==> src/rtl/mdio_c45_pkg.sv <==
`timescale 1ns/1ps
package mdio_c45_pkg;
  localparam int REG_AW    = 4;
  localparam int PRE_LEN   = 32;
  localparam int FRAME_LEN = PRE_LEN + 32;
  localparam int TA_POS    = PRE_LEN + 14;  // first turnaround bit in a frame
  localparam int DATA_POS  = PRE_LEN + 16;  // first data bit in a frame

  localparam logic [REG_AW-1:0] MGMT_OFS = 4'h0;
  localparam logic [REG_AW-1:0] ADDR_OFS = 4'h8;

  localparam int PRT_LSB  = 16;
  localparam int DEV_LSB  = 21;
  localparam int OP_LSB   = 26;
  localparam int RV_BIT   = 29;
  localparam int BUSY_BIT = 30;

  localparam logic [2:0] OPC_WRITE = 3'd5;
  localparam logic [2:0] OPC_READ  = 3'd7;

  typedef enum logic [1:0] {ST_IDLE, ST_ADDR, ST_DATA} seqState_t;

  typedef struct packed {
    logic launch;      // accept a command, load address frame
    logic nextFrame;   // address frame done, load data frame
    logic shiftBit;    // advance to the next bit of the frame
    logic sampleBit;   // capture the data line (read data bits)
    logic finish;      // transaction done
    logic busRelease;  // data line released to the PHY
  } ctrlStrobes_t;
endpackage

==> src/rtl/mdio_c45_seq.sv <==
`timescale 1ns/1ps
module mdio_c45_seq
  import mdio_c45_pkg::*;
#(
  parameter int CLK_DIV = 4
) (
  input  logic         clk,
  input  logic         rst_n,
  input  logic         cmdReq,
  input  logic         isRead,
  output ctrlStrobes_t strb,
  output logic         mdc,
  output logic         busy
);
  localparam int PHASE_N = 2 * CLK_DIV;
  localparam int PHASE_W = (PHASE_N > 1) ? $clog2(PHASE_N) : 1;
  localparam int BIT_W   = $clog2(FRAME_LEN);

  seqState_t          state;
  logic [PHASE_W-1:0] phase;
  logic [BIT_W-1:0]   bitIdx;
  logic               endPhase, risePhase, lastBit;

  assign endPhase  = (phase == PHASE_W'(PHASE_N - 1));
  assign risePhase = (phase == PHASE_W'(CLK_DIV - 1));
  assign lastBit   = (bitIdx == BIT_W'(FRAME_LEN - 1));
  assign busy      = (state != ST_IDLE);

  always_comb begin
    strb            = '0;
    strb.launch     = (state == ST_IDLE) && cmdReq;
    strb.shiftBit   = busy && endPhase && !lastBit;
    strb.nextFrame  = (state == ST_ADDR) && endPhase && lastBit;
    strb.finish     = (state == ST_DATA) && endPhase && lastBit;
    strb.sampleBit  = (state == ST_DATA) && isRead && risePhase &&
                      (bitIdx >= BIT_W'(DATA_POS));
    strb.busRelease = (state == ST_DATA) && isRead &&
                      (bitIdx >= BIT_W'(TA_POS));
  end

  always_ff @(posedge clk or negedge rst_n) begin
    if (!rst_n) begin
      state  <= ST_IDLE;
      phase  <= '0;
      bitIdx <= '0;
      mdc    <= 1'b0;
    end else if (strb.launch) begin
      state  <= ST_ADDR;
      phase  <= '0;
      bitIdx <= '0;
      mdc    <= 1'b0;
    end else if (busy) begin
      if (endPhase) begin
        phase  <= '0;
        mdc    <= 1'b0;
        bitIdx <= lastBit ? '0 : bitIdx + BIT_W'(1);
        if (strb.nextFrame)   state <= ST_DATA;
        else if (strb.finish) state <= ST_IDLE;
      end else begin
        phase <= phase + PHASE_W'(1);
        if (risePhase) mdc <= 1'b1;
      end
    end
  end
endmodule

==> src/rtl/mdio_c45_regs.sv <==
`timescale 1ns/1ps
module mdio_c45_regs
  import mdio_c45_pkg::*;
(
  input  logic              clk,
  input  logic              rst_n,
  input  logic              regWrEn,
  input  logic [REG_AW-1:0] regAddr,
  input  logic [31:0]       regWrData,
  output logic [31:0]       regRdData,
  input  ctrlStrobes_t      strb,
  input  logic              busy,
  input  logic              mdioIn,
  output logic              cmdReq,
  output logic              isRead,
  output logic              readValid,
  output logic              mdioOut,
  output logic              mdioOe
);
  logic [15:0]          addrReg, wrDataReg, rdShift, rdData;
  logic [4:0]           prtReg, devReg;
  logic [FRAME_LEN-1:0] frameSh;
  logic [2:0]           opField;
  logic                 unusedBits;

  assign opField    = regWrData[OP_LSB +: 3];
  assign unusedBits = ^regWrData[31:29];
  assign cmdReq     = regWrEn && (regAddr == MGMT_OFS) &&
                      ((opField == OPC_WRITE) || (opField == OPC_READ));
  assign mdioOut    = frameSh[FRAME_LEN-1];
  assign mdioOe     = busy && !strb.busRelease;

  always_ff @(posedge clk or negedge rst_n) begin
    if (!rst_n) begin
      addrReg   <= '0;
      wrDataReg <= '0;
      prtReg    <= '0;
      devReg    <= '0;
      isRead    <= 1'b0;
      frameSh   <= '1;
      rdShift   <= '0;
      rdData    <= '0;
      readValid <= 1'b0;
    end else begin
      if (regWrEn && (regAddr == ADDR_OFS)) addrReg <= regWrData[15:0];
      if (strb.launch) begin
        prtReg    <= regWrData[PRT_LSB +: 5];
        devReg    <= regWrData[DEV_LSB +: 5];
        wrDataReg <= regWrData[15:0];
        isRead    <= (opField == OPC_READ);
        readValid <= 1'b0;
        frameSh   <= {{PRE_LEN{1'b1}}, 2'b00, 2'b00, regWrData[PRT_LSB +: 5],
                      regWrData[DEV_LSB +: 5], 2'b10, addrReg};
      end else if (strb.nextFrame) begin
        frameSh <= {{PRE_LEN{1'b1}}, 2'b00, isRead ? 2'b11 : 2'b01, prtReg,
                    devReg, 2'b10, isRead ? 16'hFFFF : wrDataReg};
      end else if (strb.shiftBit) begin
        frameSh <= {frameSh[FRAME_LEN-2:0], 1'b1};
      end
      if (strb.sampleBit) rdShift <= {rdShift[14:0], mdioIn};
      if (strb.finish && isRead) begin
        rdData    <= rdShift;
        readValid <= 1'b1;
      end
    end
  end

  always_comb begin
    regRdData = '0;
    if (regAddr == MGMT_OFS) begin
      regRdData[15:0]     = rdData;
      regRdData[RV_BIT]   = readValid;
      regRdData[BUSY_BIT] = busy;
    end else if (regAddr == ADDR_OFS) begin
      regRdData[15:0] = addrReg;
    end
  end
endmodule

==> src/rtl/mdio_c45_master.sv <==
`timescale 1ns/1ps
module mdio_c45_master
  import mdio_c45_pkg::*;
#(
  parameter int CLK_DIV = 4
) (
  input  logic        clk,
  input  logic        rst_n,
  input  logic        regWrEn,
  input  logic [3:0]  regAddr,
  input  logic [31:0] regWrData,
  output logic [31:0] regRdData,
  output logic        mdc,
  output logic        mdioOut,
  output logic        mdioOe,
  input  logic        mdioIn
);
  ctrlStrobes_t strb;
  logic busyFlag, readValid, cmdReq, isRead;

  mdio_c45_seq #(.CLK_DIV(CLK_DIV)) u_seq (
    .clk(clk), .rst_n(rst_n), .cmdReq(cmdReq), .isRead(isRead),
    .strb(strb), .mdc(mdc), .busy(busyFlag)
  );

  mdio_c45_regs u_regs (
    .clk(clk), .rst_n(rst_n), .regWrEn(regWrEn), .regAddr(regAddr),
    .regWrData(regWrData), .regRdData(regRdData), .strb(strb),
    .busy(busyFlag), .mdioIn(mdioIn), .cmdReq(cmdReq), .isRead(isRead),
    .readValid(readValid), .mdioOut(mdioOut), .mdioOe(mdioOe)
  );
endmodule

==> config.mk <==
export PLATFORM = sky130hd
export DESIGN_NAME = mdio_c45_master
export DESIGN_NICKNAME = d
export VERILOG_FILES = /design/src/rtl/mdio_c45_pkg.sv /design/src/rtl/mdio_c45_seq.sv /design/src/rtl/mdio_c45_regs.sv /design/src/rtl/mdio_c45_master.sv
export SDC_FILE = /design/constraint.sdc
export NUM_CORES = 1
export LEC_CHECK = 0
export BUFFER_PORTS_ARGS = -buffer_cell sky130_fd_sc_hd__buf_2
export CORE_AREA = 8 8 155 128
export CTS_CLUSTER_SIZE = 25
export DETAILED_ROUTE_END_ITERATION = 10
export DIE_AREA = 0 0 163 136
export GPL_TIMING_DRIVEN = 1
export PLACE_DENSITY = 0.61
export SLEW_MARGIN = 20
export SYNTH_ARGS = -nofsm -noshare
export SYNTH_HDL_FRONTEND = slang
export SYNTH_HIERARCHICAL = 1
export SYNTH_SLANG_ARGS = --single-unit
==> constraint.sdc <==
create_clock -name clk -period 4.3 [get_ports clk]
set_input_delay 0.43 -clock clk [delete_from_list [all_inputs] [get_ports clk]]
set_output_delay 0.43 -clock clk [all_outputs]
set_load 0.01 [all_outputs]
==> metrics.md <==
| Metric | Value |
|---|---|
| Setup TNS | 0 ps |
| Sequential share of the synthesized area | 56.96% |
| CP Launch Type | flop |
| Leading post-synthesis cells by instance count | dfrtp_1, dfstp_2, nand2_1, mux2_2, nor2_1 |
| Grt total ovfl | 0 |
| Fin nets | 662 |
| Critical path endpoint category | flop |
| Critical path type | flop to flop |
| Starting Density | 38.94% |
| Worst VDD drop | 0.0002454 V |
| Total track usage | 13.23% |
| Period utilization | 72.02% |
| Fin cells | 861 |
| Critical Path Max Stage Delay | 460 ps |
| Detailed router's first-iteration violation count | 341 |
| R2r endpoint | u_regs/frameSh[13] |
| Placer's final routability congestion estimate | 0.7761 |
| Maximum Capacitance Violations | 0 |
| Metal-1 WL | 6735 µm |
| TritonCTS clock tree | built |
| N_diodes | 0 |
| Max FO, Critical Path | 43 |
| # clock sinks | 152 |
| Core box area | 17,510 µm² |
| HP Class | input port to async pin |
| Syn Std Cell Area | 6818 µm² |
| Status | complete, no violations |
| CP bufs+invs | 2 |
| Antenna viol nets, final | 0 |
| Row count | 44 |
| Synth Warn # | 6 |
| Initial antenna violation count | 0 |
| # IOs | 75 |
| TritonRoute pass-1 iters | 5 |
| Final wirelength | 13,840 µm |
| Die Span Y | 136 µm |
| RSZ-0062 raised after global routing | false |
| Yosys cell types | 52 |
| Synth Flop Type | dfrtp_1 |
| Share of layout cells above drive strength 1 | 38.51% |
| Worst reg2reg path depth | 10 |
| Syn avg cell area | 11.98 µm² |
| Pwr dens | 399.1 nW/µm² |
| Die area | 22,170 µm² |
| Slew HR | 31.44% |
| R2R setup slack | 1200 ps |
| Routed WL per cell | 16.08 µm |
| Clk slew on worst S/H paths | 60 ps |
| Yosys top cell area share | 32.30% |
| Buffers on Ports | 57 |
| Final min period | 3097 ps |
| CTS Buffer Depth | 2 |
| Area growth, synth to finish | 15.67% |
| Post-DR vias/cell | 5.141 |
| Met3 WL | 633 µm |
| Vias in the first global route | 4,553 |
| Clk_lat worst skew | 430 ps |
| Most frequent cell after synthesis | dfrtp_1 |
| Post-synth EDFFs | 0 |
| Slew Limit Fails | 0 |
| Post-synth ARST share | 100.0% |
| Clk_skew | 10.94 ps |
| Dpl hpwl | 9133 µm |
| H-Tree Depth | 4 |
| Worst r2r src | u_seq/phase[0] |
| Cts bufs inserted | 17 |
| Clk root buf | clkbuf_16 |
| Lkg Pwr | 0.003513 µW |
| Critical Path RT | 4640 ps |
| Cell family with most CP delay | simple AND/OR/NAND/NOR gates |
| FMAX | 0.3229 GHz |
| Hold_buf cts | 0 |
| CP max stage cell | or3_1 |
| First-pass GRT wire length | 23,570 µm |
| CP Cell Sequence | ha_1 > ha_1 > nand4_1 > or2_4 > nor3b_2 > buf_4 > or3_1 > buf_4 > nor2_1 > a31oi_1 |
| # DRC | 0 |
| Largest net degree at the start of global routing | 86 |
| Fin. Hold Viols | 0 |
| # resized after CTS | 0 |
| Yosys top cell by area | dfrtp_1 |
| Actual slew at the worst max-slew pin | 1024 ps |
| Crit path DAT | 3440 ps |
| Final setup viols | 0 |
| Total number of vias | 4,426 |
| Top sig layer | met4 |
| Post-synthesis register bit count | 152 |
| Synth top area cells | dfrtp_1, dfstp_2, mux2_2 |
| Placed Cells | 829 |
| Gate Count Post-Synth | 569 |
| Total setup buffers inserted after CTS | 0 |
| Die X | 163 µm |
| Met2 WL | 6323 µm |
## worst max-delay path by stage
stage          cells past startpoint      startpoint                 end  slack, ps
2_1_floorplan                      7      regAddr[1]    u_regs/devReg[2]       1750
3_3_place_gp                      10  u_seq/phase[0]   u_regs/frameSh[3]       1340
3_5_place_dp                      10  u_seq/phase[1]  u_regs/frameSh[13]       1250
4_1_cts                           10  u_seq/phase[0]  u_regs/frameSh[13]       1210
5_1_grt                           10  u_seq/phase[0]  u_regs/frameSh[14]        930
6_report                          10  u_seq/phase[0]  u_regs/frameSh[13]       1200
## layout by cell type, fill, tap and decap left out, types with 3 or more instances in the layout
cell        n
dfrtp_1    88
dfstp_2    64
nand2_1    63
buf_2      56
mux2_2     56
nor2_1     40
mux2i_1    36
o21ai_0    18
clkbuf_16  17
a22o_1     17
inv_1      16
a21oi_1    14
o221ai_1   14
a31oi_1    14
conb_1     14
mux2_4     11
buf_4      10
a221o_1    10
clkinv_4    5
nor3_1      5
inv_8       4
nand2b_1    4
nand3b_1    4
ha_1        4
and2_1      3
or3_1       3
nand3_1     3
## state kept, by name, summed over array words and instances (netlist names)
name and count:
u_regs/isRead 1, u_regs/addrReg 16, u_regs/readValid 1, u_regs/prtReg 5
u_seq/bitIdx 6, u_regs/frameSh 64, u_regs/rdShift 16, u_seq/phase 3
u_regs/rdData 16, u_regs/wrDataReg 16, u_seq/state 2, u_seq/mdc 1
u_regs/devReg 5
## per-stage QoR
step | utilization, % | setup slack, ps | instance area, µm² | power [µW] | hold slack [ps]
final | 45.05 | 1203 | 7886 | 3147 | 78.08
after global routing | 45.05 | 929.7 | 7886 | 3267 | 134.3
after CTS | 45.05 | 1213 | 7886 | 3193 | 86.96
after detailed placement | 41.55 | 1251 | 7273 | 1651 | 468.1
after global placement | 41.55 | 1345 | 7273 | 1646 | 473.3
after floorplan | - | 1754 | 6867 | 1581 | 134.4
## cell type report
type	count	area, µm²
timing repair buffer	67	366.6
multi-input combinational	362	2668
inverter	18	67.56
sequential	152	3884
clock inverter	15	187.7
tap	230	287.8
clock buffer	17	425.4
fill	1620	9620
## cell families after synthesis
family	count (synthesis)	share of synthesized area, %
muxes	103	16.96
adders and majority gates	4	0.7341
and+or+nand+nor	141	9.781
AOI/OAI and AO/OA	99	10.64
xor gates and xnor gates	1	0.1285
DFF	152	56.96
buffers and inverters	68	4.735
other	1	0.05500
## per-layer routing
layer  GRT usage [%]  vias up
met5               0        -
met4           4.730        0
li1                -     2096
met3           3.995        8
met2           19.58       82
met1           18.05     2240
## power by group
group	internal (µW)	switching, µW	total (µW)
Combinational	58.1	62.2	120
Clock	881	642	1520
Sequential	1470	35.4	1500
Total	2410	740	3150
No activity file was read; power rests on OpenSTA's default activity.
